$ cat config.mk
export PLATFORM = sky130hd
export DESIGN_NAME = lsm_crack_seq
export DESIGN_NICKNAME = d
export VERILOG_FILES = /design/src/rtl/lsm_pkg.sv /design/src/rtl/lsm_decode.sv /design/src/rtl/lsm_slot_ctl.sv /design/src/rtl/lsm_opgen.sv /design/src/rtl/lsm_crack_seq.sv
export SDC_FILE = /design/constraint.sdc
export NUM_CORES = 1
export LEC_CHECK = 0
export BUFFER_PORTS_ARGS = -buffer_cell sky130_fd_sc_hd__buf_2
export CORE_MARGIN = 2
export CORE_UTILIZATION = 41
export DETAILED_ROUTE_END_ITERATION = 10
export GPL_ROUTABILITY_DRIVEN = 0
export PLACE_DENSITY = 0.66
export SETUP_SLACK_MARGIN = 0.1
export SYNTH_ARGS = -nofsm -noshare
export SYNTH_HDL_FRONTEND = slang
export SYNTH_HIERARCHICAL = 1
export SYNTH_SLANG_ARGS = --single-unit
$ cat constraint.sdc
create_clock -name clk -period 6.3 [get_ports clk]
set_input_delay 0 -clock clk [delete_from_list [all_inputs] [get_ports clk]]
set_output_delay 0 -clock clk [all_outputs]
set_load 0.05 [all_outputs]
$ cat src/rtl/lsm_pkg.sv
package lsm_pkg;
  typedef enum logic [2:0] {
    K_LD_MULT  = 3'd0,
    K_ST_MULT  = 3'd1,
    K_LD_STR_I = 3'd2,
    K_LD_STR_X = 3'd3,
    K_ST_STR_I = 3'd4,
    K_ST_STR_X = 3'd5
  } lsm_kind_e;

  localparam int WORD_BYTES = 4;
endpackage

$ cat src/rtl/lsm_decode.sv
module lsm_decode #(
  parameter int NREGS  = 32,
  parameter int IMM_W  = 5,
  parameter int XCNT_W = 7,
  parameter int LEN_W  = 8,
  localparam int REG_W = $clog2(NREGS)
) (
  input  logic [2:0]        kind,
  input  logic [REG_W-1:0]  rt,
  input  logic [IMM_W-1:0]  nb_imm,
  input  logic [XCNT_W-1:0] nb_reg,
  output logic [LEN_W-1:0]  total_len,
  output logic              is_store
);
  import lsm_pkg::*;

  localparam int IMM_ZERO_LEN = 1 << IMM_W;

  always_comb begin
    total_len = '0;
    is_store  = 1'b0;
    case (kind)
      K_LD_MULT, K_ST_MULT:
        total_len = LEN_W'((NREGS - int'(rt)) * WORD_BYTES);
      K_LD_STR_I, K_ST_STR_I:
        total_len = (nb_imm == '0) ? LEN_W'(IMM_ZERO_LEN) : LEN_W'(nb_imm);
      K_LD_STR_X, K_ST_STR_X:
        total_len = LEN_W'(nb_reg);
      default:
        total_len = '0;
    endcase
    is_store = (kind == K_ST_MULT) || (kind == K_ST_STR_I) || (kind == K_ST_STR_X);
  end
endmodule

$ cat src/rtl/lsm_slot_ctl.sv
module lsm_slot_ctl #(
  parameter int MIN_HOLD = 2,
  localparam int AGE_W = $clog2(MIN_HOLD + 1)
) (
  input  logic clk,
  input  logic rst,
  input  logic in_valid,
  input  logic op_valid,
  input  logic op_ready,
  input  logic op_last,
  output logic in_ready,
  output logic start,
  output logic busy,
  output logic slot_free
);
  logic [AGE_W-1:0] age;
  logic             finishing;

  assign in_ready  = !busy;
  assign start     = in_valid && !busy;
  assign finishing = !op_valid || (op_valid && op_ready && op_last);

  always_ff @(posedge clk) begin
    if (rst) begin
      busy      <= 1'b0;
      age       <= '0;
      slot_free <= 1'b0;
    end else begin
      slot_free <= 1'b0;
      if (start) begin
        busy <= 1'b1;
        age  <= AGE_W'(1);
      end else if (busy) begin
        if (finishing && (int'(age) >= MIN_HOLD)) begin
          busy      <= 1'b0;
          slot_free <= 1'b1;
        end else if (int'(age) < MIN_HOLD) begin
          age <= age + AGE_W'(1);
        end
      end
    end
  end

  // the slot is released only after two busy cycles (MIN_HOLD default 2)
  p_min_hold_r8: assert property (@(posedge clk) disable iff (rst)
    slot_free |-> ($past(busy) && $past(busy, 2)));

  // slot_free lasts exactly one cycle
  p_free_pulse_r8: assert property (@(posedge clk) disable iff (rst)
    slot_free |=> !slot_free);

  // no acceptance while busy, a new sequence starts only from idle
  p_busy_holds_r9: assert property (@(posedge clk) disable iff (rst)
    (busy && !finishing) |=> busy);
endmodule

$ cat src/rtl/lsm_opgen.sv
module lsm_opgen #(
  parameter int NREGS  = 32,
  parameter int ADDR_W = 32,
  parameter int LEN_W  = 8,
  localparam int REG_W = $clog2(NREGS)
) (
  input  logic              clk,
  input  logic              rst,
  input  logic              start,
  input  logic              busy,
  input  logic [REG_W-1:0]  start_reg,
  input  logic [ADDR_W-1:0] start_ea,
  input  logic [LEN_W-1:0]  total_len,
  input  logic              start_store,
  input  logic              op_ready,
  output logic              op_valid,
  output logic [REG_W-1:0]  op_reg,
  output logic [ADDR_W-1:0] op_ea,
  output logic [2:0]        op_bytes,
  output logic              op_store,
  output logic              op_last
);
  import lsm_pkg::*;

  localparam logic [LEN_W-1:0] STEP = LEN_W'(WORD_BYTES);

  logic [LEN_W-1:0] cur_left;
  logic [LEN_W-1:0] next_left;
  logic             take;

  assign take      = op_valid && op_ready;
  assign next_left = cur_left - STEP;

  function automatic logic [2:0] chunk(input logic [LEN_W-1:0] len);
    return (len >= STEP) ? 3'(WORD_BYTES) : len[2:0];
  endfunction

  always_ff @(posedge clk) begin
    if (rst) begin
      op_valid <= 1'b0;
      cur_left <= '0;
      op_reg   <= '0;
      op_ea    <= '0;
      op_bytes <= '0;
      op_store <= 1'b0;
      op_last  <= 1'b0;
    end else if (start) begin
      op_valid <= (total_len != '0);
      cur_left <= total_len;
      op_reg   <= start_reg;
      op_ea    <= start_ea;
      op_bytes <= chunk(total_len);
      op_store <= start_store;
      op_last  <= (total_len <= STEP);
    end else if (take) begin
      if (op_last) begin
        op_valid <= 1'b0;
      end else begin
        cur_left <= next_left;
        op_reg   <= op_reg + REG_W'(1);
        op_ea    <= op_ea + ADDR_W'(WORD_BYTES);
        op_bytes <= chunk(next_left);
        op_last  <= (next_left <= STEP);
      end
    end
  end

  // a stalled operation holds every field
  p_stall_stable_r7: assert property (@(posedge clk) disable iff (rst)
    (op_valid && !op_ready) |=> (op_valid && $stable(op_reg) && $stable(op_ea)
                                 && $stable(op_bytes) && $stable(op_last) && $stable(op_store)));

  // after a non-final take the next word follows at once, one register and one word up
  p_step_r6: assert property (@(posedge clk) disable iff (rst)
    (op_valid && op_ready && !op_last) |=>
      (op_valid && op_reg == $past(op_reg) + REG_W'(1)
       && op_ea == $past(op_ea) + ADDR_W'(WORD_BYTES)));

  // only the final operation may be partial
  p_full_unless_last_r5: assert property (@(posedge clk) disable iff (rst)
    (op_valid && !op_last) |-> (op_bytes == 3'(WORD_BYTES)));

  // byte count always in 1..4
  p_bytes_range_r3: assert property (@(posedge clk) disable iff (rst)
    op_valid |-> (op_bytes != 3'd0 && op_bytes <= 3'(WORD_BYTES)));

  // operations appear only while the slot is held
  p_valid_in_slot_r8: assert property (@(posedge clk) disable iff (rst)
    op_valid |-> busy);
endmodule

$ cat src/rtl/lsm_crack_seq.sv
module lsm_crack_seq #(
  parameter int NREGS    = 32,
  parameter int ADDR_W   = 32,
  parameter int IMM_W    = 5,
  parameter int XCNT_W   = 7,
  parameter int MIN_HOLD = 2,
  localparam int REG_W   = $clog2(NREGS),
  localparam int LEN_W   = ((XCNT_W > IMM_W + 1) ? XCNT_W : IMM_W + 1) + 2
) (
  input  logic              clk,
  input  logic              rst,
  input  logic              in_valid,
  output logic              in_ready,
  input  logic [2:0]        in_kind,
  input  logic [REG_W-1:0]  in_rt,
  input  logic [ADDR_W-1:0] in_ea,
  input  logic [IMM_W-1:0]  in_nb_imm,
  input  logic [XCNT_W-1:0] in_nb_reg,
  output logic              slot_free,
  output logic              op_valid,
  input  logic              op_ready,
  output logic [REG_W-1:0]  op_reg,
  output logic [ADDR_W-1:0] op_ea,
  output logic [2:0]        op_bytes,
  output logic              op_store,
  output logic              op_last
);
  logic [LEN_W-1:0] total_len;
  logic             is_store;
  logic             start;
  logic             busy;

  lsm_decode #(
    .NREGS(NREGS), .IMM_W(IMM_W), .XCNT_W(XCNT_W), .LEN_W(LEN_W)
  ) u_decode (
    .kind(in_kind), .rt(in_rt), .nb_imm(in_nb_imm), .nb_reg(in_nb_reg),
    .total_len(total_len), .is_store(is_store)
  );

  lsm_slot_ctl #(.MIN_HOLD(MIN_HOLD)) u_slot (
    .clk(clk), .rst(rst), .in_valid(in_valid),
    .op_valid(op_valid), .op_ready(op_ready), .op_last(op_last),
    .in_ready(in_ready), .start(start), .busy(busy), .slot_free(slot_free)
  );

  lsm_opgen #(
    .NREGS(NREGS), .ADDR_W(ADDR_W), .LEN_W(LEN_W)
  ) u_opgen (
    .clk(clk), .rst(rst), .start(start), .busy(busy),
    .start_reg(in_rt), .start_ea(in_ea), .total_len(total_len),
    .start_store(is_store), .op_ready(op_ready),
    .op_valid(op_valid), .op_reg(op_reg), .op_ea(op_ea),
    .op_bytes(op_bytes), .op_store(op_store), .op_last(op_last)
  );
endmodule

* After elaboration in Yosys (flattened, before gate mapping) *
Cells that the tools add are included.

storage, ports and cells
  word-level logic and storage cells = 86
  register bits after elaboration = 56
  bits of input ports = 56

cells by class
  eq/ne operators = 7
  multiplexer cells = 30
  reduce and logical (&&, ||, !) cells = 25
  order comparisons = 6
  bitwise operators = 2
  add/sub/neg operators = 5

operators by type and width
  cell                                                               count
  two-way mux 32 bit                                                 3
  adder 32 x 3 -> 32 bit, second input constant                      1
  two-way mux 9 bit                                                  3
  case mux 9 bit (3 select lines)                                    1
  greater-or-equal comparator 9 x 3 -> 1 bit, second input constant  2
  <= comparator 9 x 3 -> 1 bit, second input constant                2
  two-way mux 3 bit                                                  5
  two-way mux 5 bit                                                  3
  two-way mux 1 bit                                                  14
  nonzero test 9 bit                                                 1
  subtractor 9 x 3 -> 9 bit, second input constant                   1
  nonzero test 2 bit                                                 4
  OR reduction 2 bit                                                 4
  subtractor 6 x 5 -> 7 bit, first input constant                    1
  == test 3 x 2 -> 1 bit, second input constant                      2
  == test 3 bit, second input constant                               2
  two-way mux 6 bit                                                  1
  AND reduction 3 bit                                                2
  adder 5 x 1 -> 5 bit, second input constant                        1
  zero test 5 bit                                                    1
  logical AND 1 bit                                                  4
  != test 2 bit, second input constant                               2
  AND reduction 2 bit                                                2
  == test 3 x 1 -> 1 bit, second input constant                      1
  8 further kinds                                                    12

* Logic depth before layout (Yosys ltp) *
  depth in word-level cells = 7
  mapped depth = 9

* By module *
The synthesis kept the hierarchy.

by module, submodules not included
  module        seq. area each (um^2)  area each (um^2)  instances  cells each
  lsm_opgen     1041.0                 2919.0            1          360
  lsm_decode    0.0                    312.8             1          46
  lsm_slot_ctl  80.1                   193.9             1          22

* Worst setup path after synthesis *
Ideal clock, no wire load.

  kind = reg-to-reg
  start point = register u_opgen.op_ea[2]
  end point = register u_opgen.op_ea[20]
  stages on the path, launching flop included = 7
  data arrival time = 2.285 ns
  path buffers = 1
  setup time = 0.091 ns
  path slack = 3.924 ns
  period minus slack after synthesis = 2.376 ns
  cell sequence = dfxtp_1 -> ha_1 -> nand4b_4 -> or3_1 -> clkbuf_1 -> or4_1 -> a311oi_1

between the ends
  cells in the longest elaborated chain, start to end = 4

ends and longest elaborated chain
  what                    line             RTL
  from (decl)             lsm_opgen.sv:18  output logic [ADDR_W-1:0] op_ea,
  from (signal assigned)  lsm_opgen.sv:51  op_ea <= start_ea;
  from (signal assigned)  lsm_opgen.sv:61  op_ea <= op_ea + ADDR_W'(WORD_BYTES);
  adder 32 x 3 -> 32 bit  lsm_opgen.sv:61
  two-way mux 32 bit      lsm_opgen.sv:56  if (op_last) begin
  two-way mux 32 bit      lsm_opgen.sv:55  end else if (take) begin
  two-way mux 32 bit      lsm_opgen.sv:47  end else if (start) begin

Every way passes these cells. The select of a mux whose other input is x is not followed.
A chain may end at the register's enable or synchronous reset.

* Final worst setup path *
  start point = register u_opgen.op_valid
  end point = register u_opgen.op_ea[23]

between the ends
  cells in the longest elaborated chain, start to end = 3

ends and longest elaborated chain
  what                                  line             RTL
  from (decl)                           lsm_opgen.sv:16  output logic op_valid,
  from (signal assigned)                lsm_opgen.sv:48  op_valid <= (total_len != '0);
  logical AND 1 bit                     lsm_opgen.sv:31  assign take = op_valid && op_ready;
  nonzero test 2 bit (no source line)   n/a
  AND reduction 2 bit (no source line)  n/a

Every way passes these cells.

==> summary.txt <==
Floorplan
  – Chip width: 95.41 um
  – Starting density of the core: 0.4190
  – Die Ht: about 95 um
  – Core ar.: 8175 sq um
  – DIE AREA: between 9000 and 10000 sq um
  – Row cnt: 33
  – Io pins: 101

Global route
  – Gr ovfl total: 0
  – Vias in the first global route: 3218
  – Routing usage on met1: 0.2869
  – GRT busiest layer: met2
  – Gr usage total: 0.2061
  – Initial antenna violation count: 0
  – Largest net degree at the start of global routing: 75
  – GR Layer Usage met3: 0.03715
  – First-pass GRT wire length: 15.21 mm
  – Met2 capacity usage during global routing: 0.3363

Critical path
  – CP Launch Type: register
  – R2R Path End: u_opgen/op_ea[23]
  – Crit Path Category: reg2reg
  – CP required: 6.52 ns
  – Worst path arrival time: 2.94 ns
  – Worst setup EP type: register
  – Reg2Reg Setup Slack: between 3 and 4 ns
  – R2R depth: 4
  – Critical path fanouts, max: 21
  – RR Startpoint: u_opgen/op_valid

Layout
  – Most frequent cells in the layout: buf_2 (100), nor2_1 (57), dfxtp_1 (56), dlygate4sd3_1 (33), nand2_1 (33)
  – Ant. Diodes: 0
  – Nets: 604
  – Most common cell after layout, fill and taps aside: buf_2
  – FILL cells: ~800
  – Max FFs per register: 32
  – Area growth from synthesis to layout: 27.65%
  – Util after Layout: 0.5349
  – Share of cells above drive strength 1: 0.2118

Drt
  – DRC: 0
  – Post-detailed-route count of antenna-violating nets: 0
  – First-pass detailed-route iteration total: 4
  – Avg WL per Cell: 14.64 um
  – Routed via count: 3671
  – WL final: 9.485 mm
  – Initial drt markers: 235
  – Via density: 5.665

Clock tree
  – Num CTS Buffers: 5
  – Clock latency on the worst-skew pair: 0.30 ns
  – Hold Buf Count CTS: 33
  – # resized after CTS: 0
  – Setup Buffers After CTS: 0
  – Num Clock Sinks: 56
  – CTS tree: built
  – Max Buffers Root-to-Sink: 2
  – CTS clock-pin slew for the worst setup and hold paths: 0.10 ns
  – Root buf cell: clkbuf_8
  – H-Tree Depth: 2

Timing
  – Worst Skew: 0.008285 ns
  – Slew @ Worst Pin: 0.7707 ns
  – Setup violations, final: 0
  – Min Clock Period, post-route: 2.715 ns
  – TNS Setup: 0 ns
  – Fin crit share: 0.4310
  – Slew Limit Fails: 0
  – RSZ-0062 raised after global routing: no
  – Final Hold Fails: 0
  – Fmax: 368.3 MHz
  – Relative slew slack: 0.4847

Power and ir drop
  – Flop pwr share: 0.475
  – P_leak: around 0.0017 uW
  – Switching power: ~330 uW
  – Sw Share: 0.3685
  – Logic gate share of total power: 0.303
  – Clock Power Share: 0.223
  – Max VDD drop: 0.1376 mV
  – PD cells: 202.1 nW/um^2
  – P_int: 558.2 uW

Hold path
  – Worst Hold Endpoint: u_opgen/op_ea[21]
  – Hold path cells: 3
  – Worst hold path class: in2reg
  – Hold wc startpoint: in_ea[21]

Synth
  – Area contributors post-synth: dfxtp_1 (33%), nor2_1 (6.2%), a311oi_1 (5.6%)
  – Post-Syn Nets: about 500
  – FF+latch count, synth: 56
  – Cells after Synth: 428
  – Ys Warns: 6
  – Seq/Total Area, Yosys: 0.3272
  – Cell Area, Synth: 3426 sq um
  – Yosys top cell by area: dfxtp_1
  – Post-synth ARST share: 0
  – Number of enable flip-flop cells after synthesis: 0
  – Yosys top cell area share: 0.3272
  – Synth Area per Inst: 8.004 sq um
  – Ys flop type: dfxtp_1
  – Yosys cell types: 56

Flow run
  – Max-cap violations: 0

Place
  – IO Port Bufs: 100
  – Post-DP HPWL: 6.622 mm

Outcome
  – Outcome: completed
[stage by stage]
step,hold slack (ns),setup WS [ns],instance area [sq um],total power [uW],std cells
2_1_floorplan,0.06907,3.924,3426,605.9,428
3_3_place_gp,0.2368,3.698,3958,673.6,607
3_5_place_dp,0.2521,3.585,3958,678.4,607
4_1_cts,0.006861,3.569,4373,890.2,648
5_1_grt,0.005596,3.310,4373,934.5,648
6_report,0.01007,3.585,4373,884.0,648
[final cells by class]
type | instances | area, sq um | share of cell area
Multi-Input combinational cell | 329 | 2130 | 0.4870
Tap cell | 105 | 131.4 | 0.03004
Clock buffer | 7 | 76.32 | 0.01745
Timing Repair Buffer | 136 | 853.3 | 0.1951
Clock inverter | 1 | 8.758 | 0.002003
Inverter | 14 | 52.55 | 0.01202
Sequential cell | 56 | 1121 | 0.2564
[synthesized netlist by cell type (all sizes together), types with 8 or more instances]
library cell and n:
buf 9, xnor2 16, mux2i 10, or4 13, nor2 57, o21ai 10
clkbuf 20, or3 8, inv 13, o31ai 14, a21oi 18, nor4 9
nand2 33, nor3 8, a311oi 22, a211oi 14, dfxtp 56, nand4 10
nand3 10
[critical path, stage by stage, from the launching register on]
cell and delay (ns):
dfxtp_1 0.51, and3b_1 0.46, nand4_1 0.70, or4_1 0.71
a311oi_1 0.25
[power by group through the flow]
stage	Combinational [uW]	Clock, uW	Sequential [uW]
after global routing	291	218	426
after CTS	267	204	419
after detailed placement	251	0	427
after floorplan	113	0	493
after global placement	248	0	426
final	267	197	420
[worst max path at each step]
stage	startpoint	endpoint	slack, ns
2_1_floorplan	u_opgen/op_ea[2]	u_opgen/op_ea[20]	3.92
3_3_place_gp	u_opgen/op_valid	u_opgen/op_ea[23]	3.70
3_5_place_dp	u_opgen/op_valid	u_opgen/op_ea[23]	3.59
4_1_cts	u_opgen/op_valid	u_opgen/op_ea[23]	3.57
5_1_grt	u_opgen/op_valid	u_opgen/op_ea[23]	3.31
6_report	u_opgen/op_valid	u_opgen/op_ea[23]	3.58
[metal layers]
metal,up-vias,wire (um)
met5,-,0
met3,4,518
met2,108,4538
met4,0,51
met1,1722,4377
li1,1837,-
[cells by family (layout without fill, tap and decap cells)]
kind of cell | count (synthesis) | in the layout | share of synthesized area
adders and majority gates | 6 | 6 | 0.02191
other | 1 | 1 | 0.001095
and+or+nand+nor | 186 | 186 | 0.2911
xor gates and xnor gates | 20 | 20 | 0.05113
buffers and inverters | 43 | 158 | 0.05186
DFF | 56 | 56 | 0.3272
AOI/OAI and AO/OA | 105 | 105 | 0.2232
muxes | 11 | 11 | 0.03251
Power figures use the tool's default switching activity.
